--- src/rtl/otp_seq_pkg.sv ---
package otp_seq_pkg;
  typedef enum logic [3:0] {
    S_IDLE, S_SEL, S_BLK, S_OTP, S_PG, S_BUF, S_DAT, S_PRG,
    S_POLL1, S_STAT, S_CLR1, S_RST, S_POLL2, S_CLR2, S_FIN
  } step_e;

  localparam logic [15:0] A_BUFSEL = 16'hF101;
  localparam logic [15:0] A_BLK    = 16'hF100;
  localparam logic [15:0] A_PGSEC  = 16'hF107;
  localparam logic [15:0] A_BUFCFG = 16'hF200;
  localparam logic [15:0] A_CMD    = 16'hF220;
  localparam logic [15:0] A_STAT   = 16'hF240;
  localparam logic [15:0] A_INT    = 16'hF241;

  localparam logic [15:0] C_OTP      = 16'h0065;
  localparam logic [15:0] C_PRG_A    = 16'h0080;
  localparam logic [15:0] C_PRG_B    = 16'h001A;
  localparam logic [15:0] C_RST_CORE = 16'h00F0;
  localparam logic [15:0] C_RST_HOT  = 16'h00F3;

  localparam int INT_BIT = 15;
  localparam int ERR_BIT = 10;
endpackage

--- src/rtl/otp_bus_port.sv ---
module otp_bus_port #(
  parameter int AW = 16,
  parameter int DW = 16
) (
  input  logic          clk_i,
  input  logic          rst_ni,
  input  logic          req_i,
  input  logic          we_i,
  input  logic [AW-1:0] addr_i,
  input  logic [DW-1:0] wdata_i,
  output logic          done_o,
  output logic [DW-1:0] rdata_o,
  output logic [AW-1:0] bus_addr_o,
  output logic [DW-1:0] bus_wdata_o,
  output logic          bus_we_o,
  output logic          bus_re_o,
  input  logic [DW-1:0] bus_rdata_i,
  input  logic          bus_ack_i
);
  logic          act_q, we_q, done_q;
  logic [AW-1:0] addr_q;
  logic [DW-1:0] wdata_q, rdata_q;

  always_ff @(posedge clk_i or negedge rst_ni) begin
    if (!rst_ni) begin
      act_q   <= 1'b0;
      we_q    <= 1'b0;
      done_q  <= 1'b0;
      addr_q  <= '0;
      wdata_q <= '0;
      rdata_q <= '0;
    end else begin
      done_q <= 1'b0;
      if (!act_q && req_i) begin
        act_q   <= 1'b1;
        we_q    <= we_i;
        addr_q  <= addr_i;
        wdata_q <= wdata_i;
      end else if (act_q && bus_ack_i) begin
        act_q   <= 1'b0;
        done_q  <= 1'b1;
        rdata_q <= bus_rdata_i;
      end
    end
  end

  assign bus_we_o    = act_q && we_q;
  assign bus_re_o    = act_q && !we_q;
  assign bus_addr_o  = addr_q;
  assign bus_wdata_o = wdata_q;
  assign done_o      = done_q;
  assign rdata_o     = rdata_q;
endmodule

--- src/rtl/otp_int_watch.sv ---
module otp_int_watch #(
  parameter int DW      = 16,
  parameter int TMO_W   = 16,
  parameter int INT_BIT = 15
) (
  input  logic             clk_i,
  input  logic             rst_ni,
  input  logic             clr_i,
  input  logic             en_i,
  input  logic             smp_i,
  input  logic [DW-1:0]    data_i,
  input  logic [TMO_W-1:0] lim_i,
  output logic             rise_o,
  output logic             exp_o
);
  localparam logic [TMO_W-1:0] CNT_MAX = '1;

  logic             seen_low_q;
  logic [TMO_W-1:0] cnt_q;

  always_ff @(posedge clk_i or negedge rst_ni) begin
    if (!rst_ni) begin
      seen_low_q <= 1'b0;
      cnt_q      <= '0;
    end else if (clr_i) begin
      seen_low_q <= 1'b0;
      cnt_q      <= '0;
    end else begin
      if (en_i && cnt_q != CNT_MAX) cnt_q <= cnt_q + 1'b1;
      if (smp_i && !data_i[INT_BIT]) seen_low_q <= 1'b1;
    end
  end

  // completion needs a low sample earlier in this poll
  assign rise_o = smp_i && data_i[INT_BIT] && seen_low_q;
  assign exp_o  = cnt_q >= lim_i;
endmodule

--- src/rtl/otp_step_map.sv ---
module otp_step_map
  import otp_seq_pkg::*;
#(
  parameter int          AW       = 16,
  parameter int          DW       = 16,
  parameter int          WIW      = 3,
  parameter logic [15:0] BUF_BASE = 16'h0200
) (
  input  step_e          step_i,
  input  logic [WIW-1:0] widx_i,
  input  logic [DW-1:0]  dat_i,
  input  logic [15:0]    blk_addr_i,
  input  logic [15:0]    pg_sec_i,
  input  logic [15:0]    buf_cfg_i,
  input  logic           cmd_sel_i,
  input  logic           rst_sel_i,
  output logic [AW-1:0]  addr_o,
  output logic [DW-1:0]  wdata_o,
  output logic           we_o
);
  always_comb begin
    addr_o  = '0;
    wdata_o = '0;
    we_o    = 1'b1;
    unique case (step_i)
      S_SEL: addr_o = AW'(A_BUFSEL);
      S_BLK: begin
        addr_o  = AW'(A_BLK);
        wdata_o = DW'({1'b0, blk_addr_i[14:0]});
      end
      S_OTP: begin
        addr_o  = AW'(A_CMD);
        wdata_o = DW'(C_OTP);
      end
      S_PG: begin
        addr_o  = AW'(A_PGSEC);
        wdata_o = DW'(pg_sec_i);
      end
      S_BUF: begin
        addr_o  = AW'(A_BUFCFG);
        wdata_o = DW'(buf_cfg_i);
      end
      S_DAT: begin
        addr_o  = AW'(BUF_BASE) + AW'(widx_i);
        wdata_o = dat_i;
      end
      S_PRG: begin
        addr_o  = AW'(A_CMD);
        wdata_o = DW'(cmd_sel_i ? C_PRG_B : C_PRG_A);
      end
      S_POLL1, S_POLL2: begin
        addr_o = AW'(A_INT);
        we_o   = 1'b0;
      end
      S_STAT: begin
        addr_o = AW'(A_STAT);
        we_o   = 1'b0;
      end
      S_CLR1, S_CLR2: addr_o = AW'(A_INT);
      S_RST: begin
        addr_o  = AW'(A_CMD);
        wdata_o = DW'(rst_sel_i ? C_RST_HOT : C_RST_CORE);
      end
      default: we_o = 1'b0;
    endcase
  end
endmodule

--- src/rtl/otp_prog_seq.sv ---
module otp_prog_seq
  import otp_seq_pkg::*;
#(
  parameter int          AW       = 16,
  parameter int          DW       = 16,
  parameter int          N_WORDS  = 8,
  parameter int          TMO_W    = 16,
  parameter logic [15:0] BUF_BASE = 16'h0200
) (
  input  logic             clk_i,
  input  logic             rst_ni,
  input  logic             start_i,
  input  logic             cmd_sel_i,
  input  logic             auto_int_i,
  input  logic             rst_sel_i,
  input  logic [15:0]      blk_addr_i,
  input  logic [15:0]      pg_sec_i,
  input  logic [15:0]      buf_cfg_i,
  input  logic [TMO_W-1:0] tmo_lim_i,
  input  logic             dat_valid_i,
  input  logic [DW-1:0]    dat_i,
  output logic             dat_ready_o,
  output logic [AW-1:0]    bus_addr_o,
  output logic [DW-1:0]    bus_wdata_o,
  output logic             bus_we_o,
  output logic             bus_re_o,
  input  logic [DW-1:0]    bus_rdata_i,
  input  logic             bus_ack_i,
  output logic             busy_o,
  output logic             done_o,
  output logic             pass_o,
  output logic             err_o,
  output logic             tmo_o
);
  localparam int WIW = (N_WORDS > 1) ? $clog2(N_WORDS) : 1;
  localparam logic [WIW-1:0] LAST_W = WIW'(N_WORDS - 1);

  step_e          state_q;
  logic           wait_q, stat_err_q;
  logic [WIW-1:0] widx_q;
  logic           req, issuing, in_poll, bus_done, poll_clr, rise, expd;
  logic           step_we;
  logic [AW-1:0]  step_addr;
  logic [DW-1:0]  step_wdata, rdata;

  assign issuing = !(state_q inside {S_IDLE, S_FIN});
  assign in_poll = state_q inside {S_POLL1, S_POLL2};
  assign req     = issuing && !wait_q && (state_q != S_DAT || dat_valid_i);
  assign poll_clr = bus_done && (state_q inside {S_PRG, S_RST});

  otp_step_map #(.AW(AW), .DW(DW), .WIW(WIW), .BUF_BASE(BUF_BASE)) u_map (
    .step_i     (state_q),
    .widx_i     (widx_q),
    .dat_i      (dat_i),
    .blk_addr_i (blk_addr_i),
    .pg_sec_i   (pg_sec_i),
    .buf_cfg_i  (buf_cfg_i),
    .cmd_sel_i  (cmd_sel_i),
    .rst_sel_i  (rst_sel_i),
    .addr_o     (step_addr),
    .wdata_o    (step_wdata),
    .we_o       (step_we)
  );

  otp_bus_port #(.AW(AW), .DW(DW)) u_port (
    .clk_i       (clk_i),
    .rst_ni      (rst_ni),
    .req_i       (req),
    .we_i        (step_we),
    .addr_i      (step_addr),
    .wdata_i     (step_wdata),
    .done_o      (bus_done),
    .rdata_o     (rdata),
    .bus_addr_o  (bus_addr_o),
    .bus_wdata_o (bus_wdata_o),
    .bus_we_o    (bus_we_o),
    .bus_re_o    (bus_re_o),
    .bus_rdata_i (bus_rdata_i),
    .bus_ack_i   (bus_ack_i)
  );

  otp_int_watch #(.DW(DW), .TMO_W(TMO_W), .INT_BIT(INT_BIT)) u_watch (
    .clk_i  (clk_i),
    .rst_ni (rst_ni),
    .clr_i  (poll_clr),
    .en_i   (in_poll),
    .smp_i  (bus_done && in_poll),
    .data_i (rdata),
    .lim_i  (tmo_lim_i),
    .rise_o (rise),
    .exp_o  (expd)
  );

  always_ff @(posedge clk_i or negedge rst_ni) begin
    if (!rst_ni) begin
      state_q    <= S_IDLE;
      wait_q     <= 1'b0;
      widx_q     <= '0;
      stat_err_q <= 1'b0;
      pass_o     <= 1'b0;
      err_o      <= 1'b0;
      tmo_o      <= 1'b0;
    end else begin
      if (req) wait_q <= 1'b1;
      unique case (state_q)
        S_IDLE: if (start_i) begin
          state_q <= S_SEL;
          widx_q  <= '0;
          pass_o  <= 1'b0;
          err_o   <= 1'b0;
          tmo_o   <= 1'b0;
        end
        S_FIN: state_q <= S_IDLE;
        default: if (bus_done) begin
          wait_q <= 1'b0;
          unique case (state_q)
            S_SEL: state_q <= S_BLK;
            S_BLK: state_q <= S_OTP;
            S_OTP: state_q <= S_PG;
            S_PG:  state_q <= S_BUF;
            S_BUF: state_q <= S_DAT;
            S_DAT: begin
              widx_q <= widx_q + 1'b1;
              if (widx_q == LAST_W) state_q <= S_PRG;
            end
            S_PRG: state_q <= S_POLL1;
            S_POLL1: begin
              if (rise)      state_q <= S_STAT;
              else if (expd) begin
                state_q <= S_FIN;
                tmo_o   <= 1'b1;
              end
            end
            S_STAT: begin
              stat_err_q <= rdata[ERR_BIT];
              state_q    <= auto_int_i ? S_RST : S_CLR1;
            end
            S_CLR1: state_q <= S_RST;
            S_RST:  state_q <= S_POLL2;
            S_POLL2: begin
              if (rise) begin
                if (auto_int_i) begin
                  state_q <= S_FIN;
                  pass_o  <= !stat_err_q;
                  err_o   <= stat_err_q;
                end else begin
                  state_q <= S_CLR2;
                end
              end else if (expd) begin
                state_q <= S_FIN;
                tmo_o   <= 1'b1;
              end
            end
            S_CLR2: begin
              state_q <= S_FIN;
              pass_o  <= !stat_err_q;
              err_o   <= stat_err_q;
            end
            default: state_q <= S_IDLE;
          endcase
        end
      endcase
    end
  end

  assign dat_ready_o = (state_q == S_DAT) && !wait_q;
  assign busy_o      = state_q != S_IDLE;
  assign done_o      = state_q == S_FIN;
endmodule

--- config.mk ---
export PLATFORM = sky130hd
export DESIGN_NAME = otp_prog_seq
export DESIGN_NICKNAME = d
export VERILOG_FILES = /design/src/rtl/otp_seq_pkg.sv /design/src/rtl/otp_bus_port.sv /design/src/rtl/otp_int_watch.sv /design/src/rtl/otp_step_map.sv /design/src/rtl/otp_prog_seq.sv
export SDC_FILE = /design/constraint.sdc
export NUM_CORES = 1
export LEC_CHECK = 0
export ABC_AREA = 0
export CAP_MARGIN = 30
export CORE_ASPECT_RATIO = 1.5
export CORE_MARGIN = 2
export CORE_UTILIZATION = 35
export DETAILED_ROUTE_END_ITERATION = 10
export DONT_BUFFER_PORTS = 1
export PLACE_DENSITY = 0.47
export RECOVER_POWER = 50
export SYNTH_ARGS = -nofsm -noshare
export SYNTH_HDL_FRONTEND = slang
export SYNTH_SLANG_ARGS = --single-unit
--- constraint.sdc ---
create_clock -name clk_i -period 2.4 [get_ports clk_i]
set_input_delay 0.24 -clock clk_i [delete_from_list [all_inputs] [get_ports clk_i]]
set_output_delay 0.24 -clock clk_i [all_outputs]
set_load 0.02 [all_outputs]
==> results.md, run 1 <==
- Status: complete, but fails checks
- Failing checks: max-capacitance violations, max-slew violations
- First-pass GRT wire length: between 15000 and 20000 um
- Die height: about 130 um
- Synthesized area: between 3000 and 4000 um2
- CP top delay family: simple AND/OR/NAND/NOR gates
- Crit-path slowest cell: or4_1
- Gpl congestion: between 0.7 and 0.8
- Vias/cell: 5.616
- Antenna violations before repair: 0
- Worst-Margin Slew: around 1.5 ns
- Final Cycle Share: 0.9343
- Fin worst setup slack: ~0.16 ns
- Hold WC Path Type: in2reg
- HPWL Detailed: around 8000 um
- Antenna-violating nets left: 0
- Setup violations, final: 0
- Setup TNS: 0 ns
- Critical path arrival: ~2.5 ns
- Root Buffer: clkbuf_16
- RR Endpoint: state_q[2]
- R2r worst-path depth: 6
- Total CTS buffers: 9
- Setup Skew: 0.005970 ns
- Worst slew margin: -0.001929
- Layout Utilization: 0.4106
- Maximum VDD drop: 0.4665 mV
- Die area: about 12000 um2
- Largest net degree at the start of global routing: 59
- Worst Path Max Fanout: 6
- M1 GR Usage: 0.1900
- Area delta synth->final: 14.11%
- Pwr per Cell Area: about 1200 nW/um2
- Antenna Diode Count: 0
- Clk pin slew, worst setup/hold paths: ~0.050 ns
- Longest Clk Path Bufs: 2
- CTS Sinks: between 50 and 60
- Met2 GRT Util: 0.3325
- WHS Endpoint: u_port.rdata_o[15]
- EDFF count, synth: 0
- Footprint of the multi-input gates: between 2000 and 2500 um2
- GR peak layer: met2
- Crit path from: u_watch.cnt_q[11]
- Max Freq: 446.0 MHz
- R2r setup slk: around 0.16 ns
- Max Slew Vio Count: between 50 and 60
- GR Util All Layers: 0.1799
- Total Nets Final: approximately 560
- Port buffer count: 0
- Buf/Inv on CP: 0
- Filler Cell Count: between 1000 and 1500
- Sequential share of the synthesized area: 0.3788
- Pre-CTS setup slack: 0.1663 ns
- I/O pins: roughly 140
- Worst-path cell chain: ha_1 > nand4_1 > or4_1 > o32a_1 > a21oi_2 > a221o_2
- Max-Cap Viols: 1
- Register area: approximately 1500 um2
- WL final: between 10000 and 15000 um
- Core ar.: 10650 um2
- DRC viols: 0
- DR WL/cell: about 18 um
- HP Start: bus_rdata_i[15]
- First DRT Iteration DRCs: approximately 100
- Initial core utilization: 0.3598
- Worst r2r src: u_watch.cnt_q[11]
- DR pass1 iterations: 4
- Synthesized area per cell: ~9 um2
- DIE WIDTH: between 80 and 90 um
- Async SR Flop Fraction: 1.000
- Via count: 3274
- Yosys cell types: 67
- Worst EP required: 2.67 ns
- Synth Register Bits: 58
- RSZ-0062 raised after global routing: false
- Hold Crit Depth: 2
- Crit path time final: ~2.2 ns
- Global route overflow: 0
- Endpoints failing hold: 0
- Setup CP Type: reg2reg
- CP endpoint kind: register
- Layout cells sized above 1: 0.1230
- # rows: between 40 and 50
- Yosys warns: 0
- TritonCTS clock tree: done
- Vias in the first global route: 3309
- H-tree Lvls: 3
- Met3 Track Usage GR: 0.04008
- Clk Latency, worst-skew pair: 0.33 ns
- CP max stage delay: between 0.5 and 0.6 ns
- Post-synth top flop: dfrtp_1
- CP startpoint kind: register
- Mapped Cells: ~430
- LEAKAGE: roughly 2.0 nW
placed cells by master (no fill, tap or decap), types with 3 or more instances in the layout:
cell type	instances
ha_1	19
nor3_1	4
a32oi_1	3
nand4_1	7
mux2i_1	9
o2111ai_1	3
a22oi_1	20
and4_1	3
mux2_2	4
nand3_1	10
dfrtp_1	58
nor2_1	34
buf_4	21
inv_1	24
o21ai_0	27
clkbuf_16	9
a22o_1	17
o21ai_1	3
and3_1	3
nand2b_1	6
conb_1	5
xor2_1	8
nor3_2	4
a21oi_1	23
a31oi_1	6
xnor2_1	6
nand2_1	41
and2_1	5
flip-flops by register name, indices dropped and copies added (netlist names), 2 cells and up:
name,cells
u_port.bus_wdata_o,16
u_port.rdata_o,2
state_q,4
u_watch.cnt_q,16
u_port.bus_addr_o,8
widx_q,3
worst max path at each step:
stage / to / slack, ns / cells past startpoint
CTS: state_q[2] / 0.14 / 6
global route: u_port.bus_wdata_o[0] / 0.02 / 6
floorplan: state_q[2] / 0.43 / 6
detailed placement: state_q[2] / 0.17 / 6
finish: state_q[2] / 0.16 / 6
global placement: state_q[2] / 0.18 / 6
per-stage QoR:
step / instances / instance area, um2 / total power, W / hold WS [ns]
floorplan: 431 / 3846 / 0.003223 / -0.05559
global placement: 564 / 4026 / 0.003741 / -0.05437
detailed placement: 564 / 4026 / 0.003772 / -0.05418
CTS: 583 / 4394 / 0.005219 / 0.03470
global route: 583 / 4372 / 0.005511 / 0.04338
finish: 583 / 4372 / 0.005148 / 0.04233
per-layer routing:
metal  part of all wire  vias to the layer above  routed length, um
met4              0.020                        0                207
li1                   -                     1569                  -
met3              0.054                       12                568
met2               0.54                      100               5755
met5                  0                        -                  0
met1               0.38                     1593               4066
worst reg2reg max path, cell delays in order, from the launching register on:
cell     delay (ns)
dfrtp_1        0.46
ha_1           0.35
nand4_1        0.16
or4_1          0.53
o32a_1         0.32
a21oi_2        0.23
a221o_2        0.14
power by group:
group / leakage [nW] / switching, W / internal [W]
combinational: 1.05 / 0.00111 / 0.000817
clock: 0.156 / 0.000461 / 0.000933
sequential: 0.766 / 0.000552 / 0.00127
Yosys cell counts (all sizes together) (2+ instances only):
library cell / count / area share
o21ai: 31 / 0.041
a2111oi: 2 / 0.0046
o21a: 2 / 0.0039
inv: 24 / 0.024
nand2: 41 / 0.040
nor4: 2 / 0.0033
xor2: 8 / 0.018
o31ai: 2 / 0.0039
xnor2: 6 / 0.014
mux2i: 9 / 0.024
nor2: 34 / 0.033
nor3: 8 / 0.016
a22o: 17 / 0.039
dfrtp: 58 / 0.38
nand3: 10 / 0.013
a21oi: 24 / 0.032
o211ai: 2 / 0.0039
nor2b: 2 / 0.0033
a22oi: 20 / 0.039
nor4b: 2 / 0.0046
buf: 28 / 0.045
a31oi: 6 / 0.0098
clkbuf: 6 / 0.0062
a221o: 2 / 0.0056
nor3b: 2 / 0.0098
and3: 3 / 0.0049
mux2: 4 / 0.012
nand4: 7 / 0.011
ha: 19 / 0.062
a222oi: 2 / 0.0052
o2111ai: 3 / 0.0069
nand2b: 6 / 0.0098
and4: 3 / 0.0069
and2: 6 / 0.0098
a211oi: 2 / 0.0039
a32oi: 3 / 0.0069
logic make-up after synthesis:
kind of cell               count (synthesis)  synth area share
and+or+nand+nor                          133            0.1803
AOI/OAI and AO/OA                        130            0.2345
buffers and inverters                     59           0.07609
DFF                                       58            0.3788
adders and majority gates                 19           0.06205
xor gates and xnor gates                  14           0.03201
muxes                                     13           0.03527
other                                      1         0.0009788
what timing repair did:
item,CTS,global route
resized for setup,0,0
setup buffers,0,0
hold endpoints to repair,59,0
hold buffers,3,0
layout make-up:
type	instances	area share
sequential	58	0.3320
tap	144	0.04121
clock buffer	11	0.05552
timing repair buffer	26	0.05094
clock inverter	5	0.01774
multi-input combinational	314	0.4811
inverter	25	0.02147
Power figures use the tool's default switching activity.
==> run 2: changes to the inputs <==
==> constraint.sdc (replaced) <==
create_clock -name clk_i -period 2.4 [get_ports clk_i]
set_input_delay 0.36 -clock clk_i [delete_from_list [all_inputs] [get_ports clk_i]]
set_output_delay 0.36 -clock clk_i [all_outputs]
set_load 0.02 [all_outputs]
==> run 2 against run 1 <==
Effect of this change:
- fmax grew 0.70%
- largest cell class unchanged
- first-iteration DRC count is 2.0% higher
- non-clock buffer count up 1
- routed wire length grew 0.15%
- clock-buffer cell count up 1
- critical endpoint unchanged
- the run still ends with max-capacitance violations, max-slew violations left
- critical path depth stayed put
==> results.md, run 2 (synthesis gave the netlist of run 1 again) <==
- Status: complete, but fails checks (unchanged)
- Failing checks: max-capacitance violations, max-slew violations (unchanged)
- DR WL/cell: 18.17 um (was 18.18 um)
- Top Layer Used: met4 (unchanged)
- Total CTS buffers: 9 (unchanged)
- Setup Skew: 0.006494 ns (was 0.005970 ns)
- Core ar.: 10650 um2 (unchanged)
- Setup violations, final: 0 (unchanged)
- Gpl congestion: 0.8426 (was 0.7758)
- First-pass GRT wire length: 16180 um (was 16330 um)
- Largest net degree at the start of global routing: 59 (unchanged)
- CTS Sinks: 58 (unchanged)
- Die height: 132.1 um (unchanged)
- Post-Layout Inst Area: 4383 um2 (was 4372 um2)
- GR Util All Layers: 0.1800 (was 0.1799)
- Antenna-violating nets left: 0 (unchanged)
- Die area: 11820 um2 (unchanged)
- HPWL Detailed: 8086 um (was 8047 um)
- Post-CTS sizing: 0 (unchanged)
- Fin worst setup slack: 0.1733 ns (was 0.1577 ns)
- Pwr per Cell Area: 1184 nW/um2 (was 1177 nW/um2)
- Port buffer count: 0 (unchanged)
- # rows: 46 (unchanged)
- Maximum VDD drop: 0.3967 mV (was 0.4665 mV)
- TritonCTS clock tree: done (unchanged)
- Setup CP Type: reg2reg (unchanged)
- Vias/cell: 5.592 (was 5.616)
- Placed instance area: 4029 um2 (was 4026 um2)
- Worst Path Max Fanout: 5 (was 6)
- Flop pwr share: 0.345 (was 0.354)
- Clk pin slew, worst setup/hold paths: 0.05 ns (about the same)
- Area delta synth->final: 14.40% (was 14.11%)
- LEAKAGE: 1.979 nW (was 1.966 nW)
- Net Sw Frac: 0.4089 (was 0.4131)
- DR pass1 iterations: 4 (unchanged)
- Clock power share: 0.278 (was 0.271)
- Total Nets Final: 558 (was 557)
- Initial core utilization: 0.3598 (unchanged)
- Critical path arrival: 2.50 ns (was 2.51 ns)
- Crit path time final: 2.227 ns (was 2.242 ns)
- I/O pins: 144 (unchanged)
- Met2 wire len: 5715 um (was 5755 um)
- Net switching power: 0.002123 W (was 0.002126 W)
- Pre-CTS setup slack: 0.1615 ns (was 0.1663 ns)
- Antenna violations before repair: 0 (unchanged)
- Worst-Margin Slew: 1.516 ns (was 1.503 ns)
- Layout cells sized above 1: 0.1295 (was 0.1230)
- RSZ-0062 raised after global routing: false (unchanged)
- First DRT Iteration DRCs: 104 (was 102)
- Max Freq: 449.1 MHz (was 446.0 MHz)
- DRT met1 WL: 4128 um (was 4066 um)
- Setup TNS: 0 ns (unchanged)
- Longest Clk Path Bufs: 2 (unchanged)
- H-tree Lvls: 3 (unchanged)
- Most common cell after layout, fill and taps aside: dfrtp_1 (unchanged)
- CP startpoint kind: register (unchanged)
- CP endpoint kind: register (unchanged)
- Endpoints failing hold: 0 (unchanged)
- Pint: 0.003069 W (was 0.003021 W)
- Worst EP required: 2.67 ns (about the same)
- DRC viols: 0 (unchanged)
- Layout Utilization: 0.4116 (was 0.4106)
- Clk Latency, worst-skew pair: 0.33 ns (about the same)
- Root Buffer: clkbuf_16 (unchanged)
- Most frequent cells in the layout: dfrtp_1 (58), nand2_1 (41), nor2_1 (34) (unchanged)
- Antenna Diode Count: 0 (unchanged)
- Hold WC Path Type: in2reg (unchanged)
- Worst hold slack: 0.1289 ns (was 0.04233 ns)
- WL final: 10610 um (was 10600 um)
- Final Cycle Share: 0.9278 (was 0.9343)
- Vias in the first global route: 3263 (was 3309)
- Routed wl met3: 521 um (was 568 um)
- Logic pwr share: 0.377 (was 0.375)
- DIE WIDTH: 89.43 um (unchanged)
- Max-Cap Viols: 1 (unchanged)
- Max Slew Vio Count: 59 (was 58)
- Via count: 3266 (was 3274)
- Worst slew margin: -0.01062 (was -0.001929)
- Global route overflow: 0 (unchanged)
[run 2: cell types whose count changed in the layout (fill, tap and decap cells not counted)]
| cell | before | now |
|---|---|---|
| buf_4 | 21 | 24 |
| clkbuf_8 | 1 | 3 |
| buf_12 | 2 | 1 |
| clkbuf_1 | 1 | 0 |
| clkinv_2 | 2 | 1 |
| dlygate4sd3_1 | 2 | 1 |
[run 2: power groups by stage]
stage | sequential [W] | combinational [W] | clock [W]
floorplan | 0.00166 | 0.00156 | 0
global placement | 0.00181 | 0.00192 | 0
detailed placement | 0.00181 | 0.00195 | 0
CTS | 0.00180 | 0.00199 | 0.00147
global route | 0.00184 | 0.00219 | 0.00153
finish | 0.00179 | 0.00196 | 0.00144
[run 2: area by class of cell]
type	instances	area, um2
inverters	25	93.84
repair buffers	27	215.2
fillers	1091	6265
flip-flops and latches	58	1451
well taps	144	180.2
clock inverters	4	72.57
multi-input cells	314	2103
clock buffers	12	266.5
[run 2: repair_timing]
action | in CTS | in global routing
setup buffers | 0 | 0
hold buffers | 2 | 0
hold endpoints to repair | 58 | 0
[run 2: final timing paths]
kind	startpoint	end	slack, ns	depth (start not counted)
hold / removal	bus_ack_i	u_port.act_q	0.13	1
hold reg to reg	u_watch.seen_low_q	u_watch.seen_low_q	0.49	2
setup reg to reg	u_watch.cnt_q[13]	state_q[2]	0.17	6
setup / recovery	u_watch.cnt_q[13]	state_q[2]	0.17	6
min in group asynchronous	rst_ni	u_port.bus_addr_o[6]	0.93	2
max in group asynchronous	rst_ni	pass_o	0.52	2
[run 2: layer usage]
layer | global-route usage | vias to the layer above
li1 | - | 1559
met1 | 0.1872 | 1582
met2 | 0.3300 | 112
met3 | 0.03820 | 13
met4 | 0.08292 | 0
met5 | 0 | -
[run 2: stage by stage]
step                      total power, W  cells
after floorplan                 0.003223    431
after global placement          0.003728    566
after CTS                       0.005259    584
after detailed placement        0.003765    566
after global routing            0.005556    584
final                           0.005191    584
[run 2: critical path: stages, from the launching register on]
cell and delay (ns):
dfrtp_1 0.42, ha_1 0.31, nand4_1 0.20, or4_1 0.56
o32a_1 0.31, a21oi_2 0.23, a221o_2 0.14
==> run 3: changes to the inputs <==
--- a/config.mk
+++ b/config.mk
@@ -12,6 +12,7 @@
 export CORE_UTILIZATION = 35
 export DETAILED_ROUTE_END_ITERATION = 10
 export DONT_BUFFER_PORTS = 1
+export GPL_TIMING_DRIVEN = 0
 export PLACE_DENSITY = 0.47
 export RECOVER_POWER = 50
 export SYNTH_ARGS = -nofsm -noshare
==> run 3 against run 2 <==
Effect of this change:
- the run now ends clean
- cell area is 0.37% higher
- routed wire length is 7.6% higher
- die area stayed put
- global-route usage is 1.1 points higher
- critical path type unchanged
- largest cell class unchanged
- largest power group unchanged
==> results.md, run 3 (synthesis gave the netlist of run 1 again) <==
- Status: finished, final reports clean (was complete, but fails checks)
- LEAKAGE: 1.982 nW (was 1.979 nW)
- Pint: 0.003059 W (was 0.003069 W)
- CTS Sinks: 58 (unchanged)
- TritonCTS clock tree: done (unchanged)
- Layout cells sized above 1: 0.1333 (was 0.1295)
- Setup TNS: 0 ns (unchanged)
- Core ar.: 10650 um2 (unchanged)
- Gpl congestion: 0.8805 (was 0.8426)
- Antenna-violating nets left: 0 (unchanged)
- WL final: 11420 um (was 10610 um)
- Total Nets Final: 568 (was 558)
- Net Sw Frac: 0.4157 (was 0.4089)
- Root Buffer: clkbuf_16 (unchanged)
- Die height: 132.1 um (unchanged)
- Area delta synth->final: 14.83% (was 14.40%)
- Logic pwr share: 0.392 (was 0.377)
- Worst EP required: 2.66 ns (was 2.67 ns)
- Clk Latency, worst-skew pair: 0.33 ns (about the same)
- Initial core utilization: 0.3598 (unchanged)
- Buf/Inv on CP: 0 (unchanged)
- Longest Clk Path Bufs: 2 (unchanged)
- Final Cycle Share: 0.9606 (was 0.9278)
- Antenna violations before repair: 0 (unchanged)
- I/O pins: 144 (unchanged)
- Setup violations, final: 0 (unchanged)
- Worst-Margin Slew: 1.498 ns (was 1.516 ns)
- Worst-path cell chain: ha_1 > nand4_1 > or4_1 > o32a_1 > a21oi_4 > a221o_2 (was ha_1 > nand4_1 > or4_1 > o32a_1 > a21oi_2 > a221o_2)
- # rows: 46 (unchanged)
- Hold WC Path Type: in2reg (unchanged)
- CP max stage delay: 0.54 ns (was 0.56 ns)
- HPWL Detailed: 8786 um (was 8086 um)
- Clock power share: 0.278 (about the same)
- Critical path arrival: 2.57 ns (was 2.50 ns)
- Global route overflow: 0 (unchanged)
- Vias in the first global route: 3384 (was 3263)
- DRC viols: 0 (unchanged)
- GR Util All Layers: 0.1911 (was 0.1800)
- Setup Skew: 0.006667 ns (was 0.006494 ns)
- DR WL/cell: 19.23 um (was 18.17 um)
- Max-Cap Viols: 0 (was 1)
- Port buffer count: 0 (unchanged)
- Net switching power: 0.002177 W (was 0.002123 W)
- Maximum VDD drop: 0.4053 mV (was 0.3967 mV)
- Filler Cell Count: 1097 (was 1091)
- Max Slew Vio Count: 0 (was 59)
- Worst Path Max Fanout: 6 (was 5)
- Die area: 11820 um2 (unchanged)
- Footprint of the multi-input gates: 2117 um2 (was 2103 um2)
- Worst slew margin: 0.001544 (was -0.01062)
- Setup CP Type: reg2reg (unchanged)
- Crit path time final: 2.305 ns (was 2.227 ns)
- Most frequent cells in the layout: dfrtp_1 (57), nand2_1 (41), nor2_1 (34) (was dfrtp_1 (58), nand2_1 (41), nor2_1 (34))
- Total CTS buffers: 9 (unchanged)
- Pwr per Cell Area: 1190 nW/um2 (was 1184 nW/um2)
- Clk pin slew, worst setup/hold paths: 0.05 ns (about the same)
- DIE WIDTH: 89.43 um (unchanged)
- H-tree Lvls: 3 (unchanged)
- CP top delay family: simple AND/OR/NAND/NOR gates (unchanged)
- First DRT Iteration DRCs: 170 (was 104)
- Via count: 3309 (was 3266)
- CP startpoint kind: register (unchanged)
- Max Freq: 433.7 MHz (was 449.1 MHz)
- Final Total Pwr: 0.005236 W (was 0.005191 W)
- Flop pwr share: 0.330 (was 0.345)
- Vias/cell: 5.571 (was 5.592)
- Crit-path slowest cell: or4_1 (unchanged)
- Endpoints failing hold: 0 (unchanged)
- Register area: 1453 um2 (was 1451 um2)
- Antenna Diode Count: 0 (unchanged)
- Most common cell after layout, fill and taps aside: dfrtp_1 (unchanged)
- DR pass1 iterations: 4 (unchanged)
- CP endpoint kind: register (unchanged)
- Largest net degree at the start of global routing: 59 (unchanged)
- First-pass GRT wire length: 17190 um (was 16180 um)
run 3: routing by layer:
metal,part of all wire,track usage,routed length [um],vias to the layer above
li1,-,-,-,1595
met2,0.53,0.3440,6040,117
met5,0,0,0,-
met1,0.38,0.1980,4338,1581
met3,0.060,0.04884,683,16
met4,0.032,0.09121,361,0
run 3: area by class of cell:
| type | instances | share of cell area |
|---|---|---|
| multi-input cells | 314 | 0.4812 |
| repair buffers | 3 | 0.005119 |
| flip-flops and latches | 58 | 0.3302 |
| plain buffers | 34 | 0.04494 |
| inverters | 25 | 0.02133 |
| clock inverters | 5 | 0.02332 |
| clock buffers | 11 | 0.05290 |
| well taps | 144 | 0.04096 |
run 3: final timing paths:
path	cells after the start	slack [ns]	from	end
min in group asynchronous	2	0.94	rst_ni	u_port.bus_addr_o[6]
hold reg to reg	2	0.49	u_watch.seen_low_q	u_watch.seen_low_q
max in group asynchronous	2	0.43	rst_ni	u_watch.cnt_q[11]
setup / recovery	6	0.09	u_watch.cnt_q[11]	state_q[2]
hold / removal	1	0.14	bus_ack_i	u_port.act_q
setup reg to reg	6	0.09	u_watch.cnt_q[11]	state_q[2]
run 3: power groups by stage:
| stage | sequential, W | clock (W) | combinational, W |
|---|---|---|---|
| finish | 0.00173 | 0.00146 | 0.00205 |
| global route | 0.00177 | 0.00154 | 0.00229 |
| CTS | 0.00173 | 0.00149 | 0.00206 |
| detailed placement | 0.00175 | 0 | 0.00202 |
| global placement | 0.00175 | 0 | 0.00200 |
| floorplan | 0.00166 | 0 | 0.00156 |
run 3: through the flow:
step,area (um2),util,setup WS [ns],std cells,hold slack (ns)
6_report,4399,0.4132,0.09452,594,0.1416
3_5_place_dp,4026,0.3781,0.02784,575,0.06560
2_1_floorplan,3846,-,0.4288,431,0.06441
4_1_cts,4399,0.4132,0.01824,593,0.1309
5_1_grt,4399,0.4132,-0.01495,594,0.1436
3_3_place_gp,4026,0.3781,0.04856,575,0.06553
run 3: repair_timing:
| item | in CTS | in global routing |
|---|---|---|
| gates resized for setup | 0 | 3 |
| setup buffers | 0 | 1 |
| endpoints found under the hold margin | 58 | 0 |
| hold buffers | 2 | 0 |
| setup endpoints to repair | 0 | 3 |
run 3: worst reg2reg max path, cell delays in order (launching register included):
cell	delay [ns]
dfrtp_2	0.45
ha_1	0.33
nand4_1	0.20
or4_1	0.55
o32a_1	0.34
a21oi_4	0.22
a221o_2	0.16
